--- src/rtl/alu8_pkg.sv ---
package alu8_pkg;

  localparam int OP_W   = 4;
  localparam int FLAG_N = 4;

  // Positions inside the flag write mask
  localparam int FC  = 0;
  localparam int FAC = 1;
  localparam int FZ  = 2;
  localparam int FOV = 3;

  typedef enum logic [OP_W-1:0] {
    OP_ADD = 4'd0,
    OP_ADC = 4'd1,
    OP_SUB = 4'd2,
    OP_SBB = 4'd3,
    OP_DAJ = 4'd4,
    OP_AND = 4'd5,
    OP_OR  = 4'd6,
    OP_XOR = 4'd7,
    OP_CPL = 4'd8,
    OP_ROL = 4'd9,
    OP_ROR = 4'd10,
    OP_RLC = 4'd11,
    OP_RRC = 4'd12,
    OP_INC = 4'd13,
    OP_DEC = 4'd14,
    OP_NOP = 4'd15
  } alu_op_e;

endpackage

--- src/rtl/alu_addsub.sv ---
// Shared adder: add or subtract (operand inversion) with carry taps at the
// nibble boundary and on both sides of the most significant bit.
module alu_addsub #(
  parameter int DATA_W = 8,
  parameter int NIB_W  = 4
) (
  input  logic [DATA_W-1:0] a_i,
  input  logic [DATA_W-1:0] b_i,
  input  logic              sub_i,
  input  logic              cin_i,
  output logic [DATA_W-1:0] sum_o,
  output logic              nib_c_o,
  output logic              msb_cin_o,
  output logic              cout_o
);

  localparam int MID_W = DATA_W - 1 - NIB_W;

  logic [DATA_W-1:0] b_eff;
  logic [NIB_W:0]    lo_sum;
  logic [MID_W:0]    mid_sum;
  logic [1:0]        top_sum;

  assign b_eff = sub_i ? ~b_i : b_i;

  assign lo_sum  = {1'b0, a_i[NIB_W-1:0]} + {1'b0, b_eff[NIB_W-1:0]}
                 + {{NIB_W{1'b0}}, cin_i};
  assign mid_sum = {1'b0, a_i[DATA_W-2:NIB_W]} + {1'b0, b_eff[DATA_W-2:NIB_W]}
                 + {{MID_W{1'b0}}, lo_sum[NIB_W]};
  assign top_sum = {1'b0, a_i[DATA_W-1]} + {1'b0, b_eff[DATA_W-1]}
                 + {1'b0, mid_sum[MID_W]};

  assign sum_o     = {top_sum[0], mid_sum[MID_W-1:0], lo_sum[NIB_W-1:0]};
  assign nib_c_o   = lo_sum[NIB_W];
  assign msb_cin_o = mid_sum[MID_W];
  assign cout_o    = top_sum[1];

endmodule

--- src/rtl/alu_decadj.sv ---
// Decimal correction: one adjust stage per nibble, lowest first. The lowest
// stage is forced by the half-carry input, the highest by the carry input or
// by a carry rippling out of the lower adjusts.
module alu_decadj #(
  parameter int DATA_W = 8,
  parameter int NIB_W  = 4
) (
  input  logic [DATA_W-1:0] a_i,
  input  logic              c_i,
  input  logic              ac_i,
  output logic [DATA_W-1:0] res_o,
  output logic              up_o
);

  localparam int NIB_N = DATA_W / NIB_W;
  localparam logic [NIB_W-1:0] DIGIT_MAX = NIB_W'(9);
  localparam logic [DATA_W:0]  STEP      = (DATA_W+1)'(6);

  logic [DATA_W:0]  stage [NIB_N+1];
  logic [NIB_N-1:0] need;
  logic             unused_top_carry;

  assign stage[0] = {1'b0, a_i};

  for (genvar k = 0; k < NIB_N; k++) begin : g_nib
    logic             force_adj;
    logic [NIB_W-1:0] digit;

    assign digit = stage[k][k*NIB_W +: NIB_W];

    if (k == 0) begin : g_low
      assign force_adj = ac_i;
    end else if (k == NIB_N - 1) begin : g_high
      assign force_adj = c_i | stage[k][DATA_W];
    end else begin : g_mid
      assign force_adj = 1'b0;
    end

    assign need[k]    = force_adj | (digit > DIGIT_MAX);
    assign stage[k+1] = stage[k] + (need[k] ? (STEP << (k*NIB_W)) : '0);
  end

  assign res_o            = stage[NIB_N][DATA_W-1:0];
  assign up_o             = need[NIB_N-1];
  assign unused_top_carry = stage[NIB_N][DATA_W];

endmodule

--- src/rtl/alu_bitops.sv ---
// Bitwise logic and the four rotate forms.
module alu_bitops
  import alu8_pkg::*;
#(
  parameter int DATA_W = 8
) (
  input  alu_op_e           op_i,
  input  logic [DATA_W-1:0] a_i,
  input  logic [DATA_W-1:0] b_i,
  input  logic              c_i,
  output logic [DATA_W-1:0] res_o,
  output logic              c_o
);

  always_comb begin
    res_o = a_i;
    c_o   = c_i;
    case (op_i)
      OP_AND: res_o = a_i & b_i;
      OP_OR:  res_o = a_i | b_i;
      OP_XOR: res_o = a_i ^ b_i;
      OP_CPL: res_o = ~a_i;
      OP_ROL: res_o = {a_i[DATA_W-2:0], a_i[DATA_W-1]};
      OP_ROR: res_o = {a_i[0], a_i[DATA_W-1:1]};
      OP_RLC: begin
        res_o = {a_i[DATA_W-2:0], c_i};
        c_o   = a_i[DATA_W-1];
      end
      OP_RRC: begin
        res_o = {c_i, a_i[DATA_W-1:1]};
        c_o   = a_i[0];
      end
      default: ;
    endcase
  end

endmodule

--- src/rtl/alu8_flags.sv ---
module alu8_flags
  import alu8_pkg::*;
#(
  parameter int DATA_W = 8,
  parameter int NIB_W  = 4
) (
  input  logic [OP_W-1:0]   op_i,
  input  logic [DATA_W-1:0] a_i,
  input  logic [DATA_W-1:0] b_i,
  input  logic              c_i,
  input  logic              ac_i,
  output logic [DATA_W-1:0] res_o,
  output logic              c_o,
  output logic              ac_o,
  output logic              z_o,
  output logic              ov_o,
  output logic [FLAG_N-1:0] wmask_o,
  output logic              zero_o
);

  localparam logic [FLAG_N-1:0] M_NONE  = '0;
  localparam logic [FLAG_N-1:0] M_ALL   = '1;
  localparam logic [FLAG_N-1:0] M_C     = FLAG_N'(1) << FC;
  localparam logic [FLAG_N-1:0] M_Z     = FLAG_N'(1) << FZ;
  localparam logic [FLAG_N-1:0] M_DECAD = M_C | M_Z;

  alu_op_e op;
  assign op = alu_op_e'(op_i);

  // Adder operand steering
  logic              as_sub, as_cin;
  logic [DATA_W-1:0] as_b, as_sum;
  logic              as_nib, as_c7, as_c8;

  always_comb begin
    as_sub = 1'b0;
    as_cin = 1'b0;
    as_b   = b_i;
    case (op)
      OP_ADC: as_cin = c_i;
      OP_SUB: begin as_sub = 1'b1; as_cin = 1'b1; end
      OP_SBB: begin as_sub = 1'b1; as_cin = c_i;  end
      OP_INC: begin as_b = '0; as_cin = 1'b1; end
      OP_DEC: begin as_sub = 1'b1; as_b = DATA_W'(1); as_cin = 1'b1; end
      default: ;
    endcase
  end

  alu_addsub #(.DATA_W(DATA_W), .NIB_W(NIB_W)) u_addsub (
    .a_i      (a_i),
    .b_i      (as_b),
    .sub_i    (as_sub),
    .cin_i    (as_cin),
    .sum_o    (as_sum),
    .nib_c_o  (as_nib),
    .msb_cin_o(as_c7),
    .cout_o   (as_c8)
  );

  logic [DATA_W-1:0] da_res;
  logic              da_up;

  alu_decadj #(.DATA_W(DATA_W), .NIB_W(NIB_W)) u_decadj (
    .a_i  (a_i),
    .c_i  (c_i),
    .ac_i (ac_i),
    .res_o(da_res),
    .up_o (da_up)
  );

  logic [DATA_W-1:0] bo_res;
  logic              bo_c;

  alu_bitops #(.DATA_W(DATA_W)) u_bitops (
    .op_i (op),
    .a_i  (a_i),
    .b_i  (b_i),
    .c_i  (c_i),
    .res_o(bo_res),
    .c_o  (bo_c)
  );

  // Result selection, new flag values and write mask
  logic [DATA_W-1:0] res;
  logic [FLAG_N-1:0] mask;
  logic              c_new;

  always_comb begin
    res   = a_i;
    mask  = M_NONE;
    c_new = c_i;
    case (op)
      OP_ADD, OP_ADC, OP_SUB, OP_SBB: begin
        res   = as_sum;
        mask  = M_ALL;
        c_new = as_c8;
      end
      OP_INC, OP_DEC: begin
        res  = as_sum;
        mask = M_Z;
      end
      OP_DAJ: begin
        res   = da_res;
        mask  = M_DECAD;
        c_new = c_i | da_up;
      end
      OP_AND, OP_OR, OP_XOR, OP_CPL: begin
        res  = bo_res;
        mask = M_Z;
      end
      OP_ROL, OP_ROR: begin
        res  = bo_res;
        mask = M_NONE;
      end
      OP_RLC, OP_RRC: begin
        res   = bo_res;
        mask  = M_C;
        c_new = bo_c;
      end
      default: begin
        res  = a_i;
        mask = M_NONE;
      end
    endcase
  end

  logic res_zero;
  assign res_zero = (res == '0);

  assign res_o   = res;
  assign wmask_o = mask;
  assign zero_o  = res_zero;
  assign c_o     = mask[FC]  ? c_new           : c_i;
  assign ac_o    = mask[FAC] ? as_nib          : ac_i;
  assign z_o     = mask[FZ]  & res_zero;
  assign ov_o    = mask[FOV] & (as_c7 ^ as_c8);

endmodule

--- config.mk ---
export PLATFORM = sky130hd
export DESIGN_NAME = alu8_flags
export DESIGN_NICKNAME = d
export VERILOG_FILES = /design/src/rtl/alu8_pkg.sv /design/src/rtl/alu_addsub.sv /design/src/rtl/alu_decadj.sv /design/src/rtl/alu_bitops.sv /design/src/rtl/alu8_flags.sv
export SDC_FILE = /design/constraint.sdc
export NUM_CORES = 1
export LEC_CHECK = 0
export ABC_CLOCK_PERIOD_IN_PS = 9500
export CORE_UTILIZATION = 57
export DETAILED_ROUTE_END_ITERATION = 8
export PLACE_DENSITY = 0.83
export SLEW_MARGIN = 20
export SYNTH_ARGS = -nofsm -noshare
export SYNTH_HDL_FRONTEND = slang
export SYNTH_HIERARCHICAL = 1
export SYNTH_SLANG_ARGS = --single-unit
--- constraint.sdc ---
create_clock -name vclk -period 9.5
set_input_delay 1.425 -clock vclk [all_inputs]
set_output_delay 1.425 -clock vclk [all_outputs]
set_load 0.02 [all_outputs]
### After elaboration in Yosys (flattened, before gate mapping)

Cells that the tools add are included.
W data, S select, Z words.

| cells by class | value |
|---|---|
| equality and inequality tests | 14 |
| add/subtract/negate cells | 8 |
| divide/modulo/power cells | 0 |
| $mul | 0 |
| multiplexer cells | 13 |
| magnitude comparators | 2 |
| shift-type cells | 0 |
| reductions and logical operators | 10 |
| bitwise operators | 12 |

Operators by type and width:

| cell | count |
|---|---|
| $pmux W8 S8 | 1 |
| $eq A4 B4 Y1 const B | 7 |
| $pmux W8 S3 | 1 |
| $eq A4 B3 Y1 const B | 4 |
| $not A8 Y8 | 2 |
| $pmux W4 S4 | 1 |
| $pmux W8 S2 | 1 |
| $reduce_or A6 Y1 | 2 |
| $add A8 B3 Y9 | 1 |
| $add A8 B8 Y8 | 1 |
| $and A8 B8 Y8 | 1 |
| $eq A4 B2 Y1 const B | 2 |
| $gt A4 B4 Y1 const B | 2 |
| $logic_not A8 Y1 | 1 |
| $mux W8 | 1 |
| $or A8 B8 Y8 | 1 |
| $reduce_or A8 Y1 | 1 |
| $xor A8 B8 Y8 | 1 |
| $mux W7 | 1 |
| $reduce_or A3 Y1 | 2 |
| $add A4 B4 Y5 | 1 |
| $add A5 B1 Y5 | 1 |
| $add A3 B3 Y4 | 1 |
| $add A4 B1 Y4 | 1 |
| other kinds (13) | 21 |

| storage, ports and cells | value |
|---|---|
| output and inout bits | 17 |
| latch bits | 0 |
| memories | 0 |
| word-level logic and storage cells | 59 |
| memory bits (read-only) | 0 |
| memory bits (writable) | 0 |
| flip-flop bits (word level) | 0 |

### Depth between registers and ports, before layout

Gate-level depths: netlist of run 1.

| logic depth | value |
|---|---|
| depth in word-level cells | 11 |
| gate-level depth with buffers | 25 |
| depth with buffers taken out | 22 |

### By module

The synthesis of run 1 kept the hierarchy.

Modules (own cells, without submodules):

| module | times used | seq. area each (sq um) | area each (sq um) | cells each |
|---|---|---|---|---|
| alu_bitops | 1 | 0.0 | 1,041.0 | 157 |
| alu8_flags | 1 | 0.0 | 940.9 | 139 |
| alu_addsub | 1 | 0.0 | 387.9 | 40 |
| alu_decadj | 1 | 0.0 | 262.8 | 31 |

### Worst setup path before layout of run 1

No wires, ideal clock.

| timing path | value |
|---|---|
| kind | input to output |
| from | in op_i[3] |
| to | out z_o |
| stages | 23 |
| path buffers | 4 |
| arrival time | 6.533 ns |
| slack | 1.542 ns |
| cell sequence | buf_2 buf_2 clkbuf_1 nand2_1 nor2_1 o21a_1 buf_6 xor2_1 fa_1 inv_1 fa_1 nor2b_1 o21ai_2 nor2b_4 fa_1 fa_1 inv_1 and4b_1 o41ai_1 a31oi_1 or2_1 nor4_2 and2_1 |

| on the way | value |
|---|---|
| elaborated cells on any way between the ends | 39 |
| those cells by class | add/sub: 6; eq/ne: 14; mux: 7; bitwise: 2; reduce/logical: 10 |

RTL lines:

| item | RTL line | source |
|---|---|---|
| start, declared | alu8_flags.sv:7 | `input logic [OP_W-1:0] op_i,` |
| $eq A4 B4 Y1 or $eq A4 B2 Y1 (tied branches) | alu8_flags.sv:39 | `case (op)` |
| $reduce_or A3 Y1 (no line) (*) | - |  |
| $mux W1 (*) | alu8_flags.sv:39 |  |
| named net as_sub | alu8_flags.sv:31 | `logic as_sub, as_cin;` |
| $mux W8 (*) | alu_addsub.sv:24 | `assign b_eff = sub_i ? ~b_i : b_i;` |
| $add A4 B4 Y5 | alu_addsub.sv:26 | `assign lo_sum = {1'b0, a_i[NIB_W-1:0]} + {1'b0, b_eff[NIB_W-1:0]}` |
| $add A5 B1 Y5 | alu_addsub.sv:27 | `+ {{NIB_W{1'b0}}, cin_i};` |
| $add A4 B1 Y4 (*) | alu_addsub.sv:29 | `+ {{MID_W{1'b0}}, lo_sum[NIB_W]};` |
| named net as_sum[5] | alu8_flags.sv:32 | `logic [DATA_W-1:0] as_b, as_sum;` |
| $pmux W8 S3 (*) | alu8_flags.sv:92 | `case (op)` |
| named net res_o[5] | alu8_flags.sv:12 | `output logic [DATA_W-1:0] res_o,` |
| $logic_not A8 Y1 (*) | alu8_flags.sv:128 | `assign res_zero = (res == '0);` |
| named net zero_o | alu8_flags.sv:18 | `output logic zero_o` |
| $and A1 B1 Y1 (*) | alu8_flags.sv:135 | `assign z_o = mask[FZ] & res_zero;` |
| end, declared | alu8_flags.sv:15 | `output logic z_o,` |

The timed path passes the listed nets; every way through them passes the cells marked *.

### Worst setup path after layout of run 1

| timing path | value |
|---|---|
| from | in op_i[2] |
| to | out z_o |

| on the way | value |
|---|---|
| longest elaborated chain between the ends | 11 |
| elaborated cells on any way between the ends | 39 |
| those cells by class | add/sub: 6; eq/ne: 14; mux: 7; bitwise: 2; reduce/logical: 10 |

RTL lines:

| item | RTL line | source |
|---|---|---|
| $eq A4 B4 Y1 or $eq A4 B2 Y1 (tied branches) | alu8_flags.sv:39 |  |
| $reduce_or A3 Y1 (no line) (*) | - |  |
| $mux W1 (*) | alu8_flags.sv:39 |  |
| named net as_sub | alu8_flags.sv:31 |  |
| $mux W8 (*) | alu_addsub.sv:24 |  |
| $add A4 B4 Y5 | alu_addsub.sv:26 |  |
| $add A5 B1 Y5 | alu_addsub.sv:27 |  |
| $add A4 B1 Y4 (*) | alu_addsub.sv:29 |  |
| named net as_c7 | alu8_flags.sv:33 | `logic as_nib, as_c7, as_c8;` |
| $add A2 B1 Y2 (*) | alu_addsub.sv:31 | `+ {1'b0, mid_sum[MID_W]};` |
| named net as_sum[7] | alu8_flags.sv:32 |  |
| $pmux W8 S3 (*) | alu8_flags.sv:92 |  |
| $logic_not A8 Y1 (*) | alu8_flags.sv:128 |  |
| $and A1 B1 Y1 (*) | alu8_flags.sv:135 |  |

Marked as above.

==> metrics, run 1 <==
vias per cell=6.54; uppermost layer routed=met4; total number of yosys warnings=6; FFs & Latches=0; top cells by count, synth=nor2_1, inv_1, a21oi_1; post-layout util=0.664; height of the die=70.0 um; routed wl met3=669 um; crit path kind=in -> out; Seq pwr share=0; nets@finish=approximately 440; via count=2847; clock buf count=0; worst slew pin tran=0.678 ns; Crit Path Max Fanout=30; Total GRT Usage=0.317; unrepaired setup endpoints after global routing=false; Detailed Routing Iterations Pass 1=7; Comb pwr share=1.000; grt ovf=0; Yosys cell types=67; num ports=39; Req. time, crit path=just over 8 ns; chip width=70.0 um; CP endpoint kind=output port; first-pass GRT wire length=12.8 mm; GP Congestion=0.933; Leak=about 1.2 nW; total power=0.000220 W; Synth Instances=367; Mapped Area=2630 sq um; post-route ant nets=0; Port Buffers=39; post-CTS resize count=0; Area Growth Syn to Fin=10.6%; Pwr Density=roughly 75 nW/um^2; top cells by area, synth=ha_1, a21oi_1, fa_1; Hold Path Class=in -> out; Hold-fix buffers, CTS=0; Net Sw Frac=0.562; diode count=0; post-synth top area share=0.114; per-cell routed wire length=around 18 um; Max-Slew Margin vs Limit=0.544; share of cells above drive strength 1=0.0888; Met2 Routed Length=3.53 mm; P_sw=0.000123 W; max cap viols=0; largest net degree at the start of global routing=41; status=finished, final reports clean; top-count cell post-synth=nor2_1; initial antenna violation count=0; setup TNS=0 ns; largest area contributor in the netlist=ha_1; DP HPWL=5.60 mm; CP arrival=7.05 ns; peak supply drop=48.2 uV; Initial Utilization=0.600; Tmin final=8.48 ns; Max Freq=0.118 GHz; drt drc=0; Reg area=0 sq um; routed wire length=between 7 and 8 mm; Final Hold Viols=0; Final Max Tran Viols=0; Initial DRC Count=530; core box area=4380 sq um; vias in the first global route=2482; syn_nets=420; # setup viols final=0; row count=24; clock network power share=0; Int Power=0.0000961 W; post-synthesis sequential area ratio=0; CP startpoint kind=input pin; Met1 Routed Length=3.36 mm; fin crit share=0.892; synthesized area per cell=between 7 and 8 sq um; die area=a little under 5000 sq um; Post-CTS Repair Setup Buffers=0
-- routing by layer --
metal  track usage  vias to the layer above
met5             0                        -
met1         0.485                     1315
met4        0.0356                        0
li1              -                     1369
met3        0.0115                       12
met2         0.503                      151
-- per-stage QoR --
step                hold slack [ns]  instance area (sq um)  setup WS, ns  std cells
floorplan                      3.03                   2630          1.54        367
global placement               4.10                   2910          1.30        435
detailed placement             4.12                   2910          1.08        435
CTS                            4.12                   2910          1.08        435
global route                   4.15                   2910         0.617        435
finish                         4.14                   2910          1.02        435
-- cells by family (layout without fill, tap and decap cells) --
kind of cell	count (synthesis)	count (layout)	share of synthesized area
muxes	12	12	0.0499
and+or+nand+nor	128	128	0.273
xor gates and xnor gates	22	22	0.0818
buffers and inverters	59	75	0.118
adders and majority gates	36	36	0.189
AOI/OAI and AO/OA	110	110	0.288
-- power groups by stage --
stage          logic, W  clock network, W  registers [W]
2_1_floorplan  0.000151                 0              0
3_3_place_gp   0.000211                 0              0
3_5_place_dp   0.000216                 0              0
4_1_cts        0.000217                 0              0
5_1_grt        0.000239                 0              0
6_report       0.000220                 0              0
-- cell type report --
type	instances	area [sq um]
multi-input cells	308	2320
fillers	420	1470
repair buffers	44	408
inverters	31	116
well taps	52	65.1
-- layout by cell type (no fill, tap or decap), drive strengths merged, types with 3 or more instances in the layout --
| cell | n |
|---|---|
| a211oi | 3 |
| a21o | 3 |
| a21oi | 30 |
| a221oi | 9 |
| a22o | 7 |
| a31oi | 9 |
| a32o | 3 |
| and2 | 3 |
| and4b | 4 |
| buf | 9 |
| clkdlybuf4s50 | 35 |
| fa | 7 |
| ha | 24 |
| inv | 31 |
| maj3 | 5 |
| mux2 | 3 |
| mux2i | 9 |
| nand2 | 15 |
| nand2b | 9 |
| nand3 | 5 |
| nand3b | 3 |
| nand4b | 3 |
| nor2 | 35 |
| nor2b | 19 |
| nor3 | 10 |
| nor3b | 6 |
| o21ai | 23 |
| o22ai | 4 |
| o32a | 4 |
| or3 | 3 |
| xnor2 | 13 |
| xor2 | 9 |
-- worst max-delay path, stage by stage --
cell and delay (ns):
buf_2 0.26, nor2_1 0.49, o21a_1 0.52, xor2_1 0.22
fa_1 0.22, inv_1 0.06, fa_1 0.40, nor2b_1 0.16
o21ai_2 0.08, nor2b_4 0.13, fa_1 0.40, nor2b_1 0.12
o21ai_0 0.08, nand2b_1 0.13, fa_1 0.47, nand4b_1 0.12
nand4_1 0.10, a221oi_1 0.39, o22ai_1 0.16, nor4_2 0.31
and2_1 0.18, clkdlybuf4s50_1 0.60
-- worst paths after layout --
path / start / endpoint / slack, ns / cells past startpoint
max: op_i[2] / z_o / 1.02 / 22
min: ac_i / ac_o / 4.14 / 3
No activity file was read; power rests on OpenSTA's default activity.
==> inputs of run 2 (changes only) <==
--- a/config.mk
+++ b/config.mk
@@ -5,7 +5,7 @@
 export SDC_FILE = /design/constraint.sdc
 export NUM_CORES = 1
 export LEC_CHECK = 0
-export ABC_CLOCK_PERIOD_IN_PS = 9500
+export ABC_CLOCK_PERIOD_IN_PS = 9200
 export CORE_UTILIZATION = 57
 export DETAILED_ROUTE_END_ITERATION = 8
 export PLACE_DENSITY = 0.83
==> constraint.sdc (replaced) <==
create_clock -name vclk -period 9.2
set_input_delay 1.38 -clock vclk [all_inputs]
set_output_delay 1.38 -clock vclk [all_outputs]
set_load 0.02 [all_outputs]
==> metrics, run 2 (synthesis results as in run 1) <==
setup TNS=0 ns (unchanged); core box area=4380 sq um (unchanged); grt ovf=0 (unchanged); vias in the first global route=2508 (was 2482); Final Max Tran Viols=0 (unchanged); Req. time, crit path=7.82 ns (was 8.08 ns); Post-CTS Repair Setup Buffers=0 (unchanged); FFs & Latches=0 (unchanged); Pwr Density=77.3 nW/um^2 (was 75.4 nW/um^2); CP Buf/Inv Count=3 (unchanged); Max Freq=0.122 GHz; die area=4890 sq um (unchanged); status=finished, final reports clean (unchanged); critical path, cell by cell=buf_2 -> nand2_1 -> nor2_1 -> o21a_1 -> xor2_1 -> fa_1 -> inv_1 -> fa_1 -> nor2b_1 -> o21ai_2 -> nor2b_4 -> fa_1 -> nor2b_1 -> o21ai_0 -> nand2b_1 -> fa_1 -> nand4b_1 -> nand4_1 -> a221oi_1 -> o22ai_1 -> nor4_2 -> and2_1 -> clkdlybuf4s50_1 (was buf_2 -> nor2_1 -> o21a_1 -> xor2_1 -> fa_1 -> inv_1 -> fa_1 -> nor2b_1 -> o21ai_2 -> nor2b_4 -> fa_1 -> nor2b_1 -> o21ai_0 -> nand2b_1 -> fa_1 -> nand4b_1 -> nand4_1 -> a221oi_1 -> o22ai_1 -> nor4_2 -> and2_1 -> clkdlybuf4s50_1); share of cells above drive strength 1=0.0935 (was 0.0888); nets@finish=440 (was 438); Crit Path Max Fanout=22 (was 30); crit path kind=in -> out (unchanged); peak supply drop=44.0 uV (was 48.2 uV); fin crit share=0.890; Hold Path Class=in -> out (unchanged); total power=0.000226 W (was 0.000220 W); routed wire length=7.42 mm (was 7.65 mm); post-layout util=0.668 (was 0.664); worst slew pin tran=0.619 ns (was 0.678 ns); Reg area=0 sq um (unchanged); dpl cells=437 (was 435); Hold-fix buffers, CTS=0 (unchanged); family with the most delay on the worst path=simple AND/OR/NAND/NOR gates (unchanged); largest net degree at the start of global routing=64 (was 41); post-route ant nets=0 (unchanged); Port Buffers=39 (unchanged); drt drc=0 (unchanged); Leak=1.25 nW (was 1.24 nW); Total GRT Usage=0.301 (was 0.317); unrepaired setup endpoints after global routing=false (unchanged); first-pass GRT wire length=12.2 mm (was 12.8 mm); CP endpoint kind=output port (unchanged); Detailed Routing Iterations Pass 1=5 (was 7); commonest non-fill, non-tap cells in the layout=clkdlybuf4s50_1, nor2_1, inv_1 (unchanged); commonest non-fill, non-tap cell in the layout=clkdlybuf4s50_1 (unchanged); Initial DRC Count=382 (was 530); clock buf count=0 (unchanged); max cap viols=0 (unchanged); per-cell routed wire length=17.0 um (was 17.6 um); Final Hold Viols=0 (unchanged); slowest cell delay on critical path=0.61 ns (was 0.60 ns); # setup viols final=0 (unchanged); initial antenna violation count=0 (unchanged); Worst path most repeated cell=fa_1 (unchanged); Tmin final=8.18 ns; Area Growth Syn to Fin=11.2% (was 10.6%); Layout Cells excl Fill=437 (was 435); post-CTS resize count=0 (unchanged); chip width=70.0 um (unchanged); CP startpoint kind=input pin (unchanged); CP arrival=6.80 ns (was 7.05 ns); row count=24 (unchanged); via count=2821 (was 2847); GP Congestion=0.925 (was 0.933); height of the die=70.0 um (unchanged); Max-Slew Margin vs Limit=0.586 (was 0.544); DP HPWL=5.43 mm (was 5.60 mm); diode count=0 (unchanged); critical path's slowest cell=clkdlybuf4s50_1 (unchanged); Initial Utilization=0.600 (unchanged); vias per cell=6.46 (was 6.54); num ports=39 (unchanged)
run 2: area by class of cell:
| type | count | area (sq um) |
|---|---|---|
| multi-input cells | 308 | 2320 |
| fillers | 406 | 1460 |
| repair buffers | 46 | 423 |
| inverters | 31 | 116 |
| well taps | 52 | 65.1 |
run 2: layer usage:
metal | part of all wire | track usage | vias to the layer above
met2 | 0.47 | 0.509 | 146
met5 | 0 | 0 | -
li1 | - | - | 1369
met4 | 0.011 | 0.0400 | 0
met3 | 0.091 | 0.0130 | 7
met1 | 0.43 | 0.434 | 1299
run 2: stage by stage:
step | cell area, sq um | setup slack [ns] | hold slack [ns]
global route | 2930 | 0.638 | 3.90
detailed placement | 2930 | 1.06 | 3.84
global placement | 2930 | 1.32 | 3.84
floorplan | 2630 | 1.33 | 2.94
finish | 2930 | 1.02 | 3.84
CTS | 2930 | 1.06 | 3.83
run 2: report_power, final:
group          leakage [nW]  internal (W)  switching, W  total, W
combinational          1.25      0.000100      0.000126  0.000226
sequential                0             0             0         0
clock                     0             0             0         0
run 2: path summary, 6_finish.rpt:
path | from | endpoint | slack [ns] | depth (start not counted)
worst min-delay path | op_i[3] | wmask_o[1] | 3.84 | 4
worst max-delay path | op_i[2] | z_o | 1.02 | 23
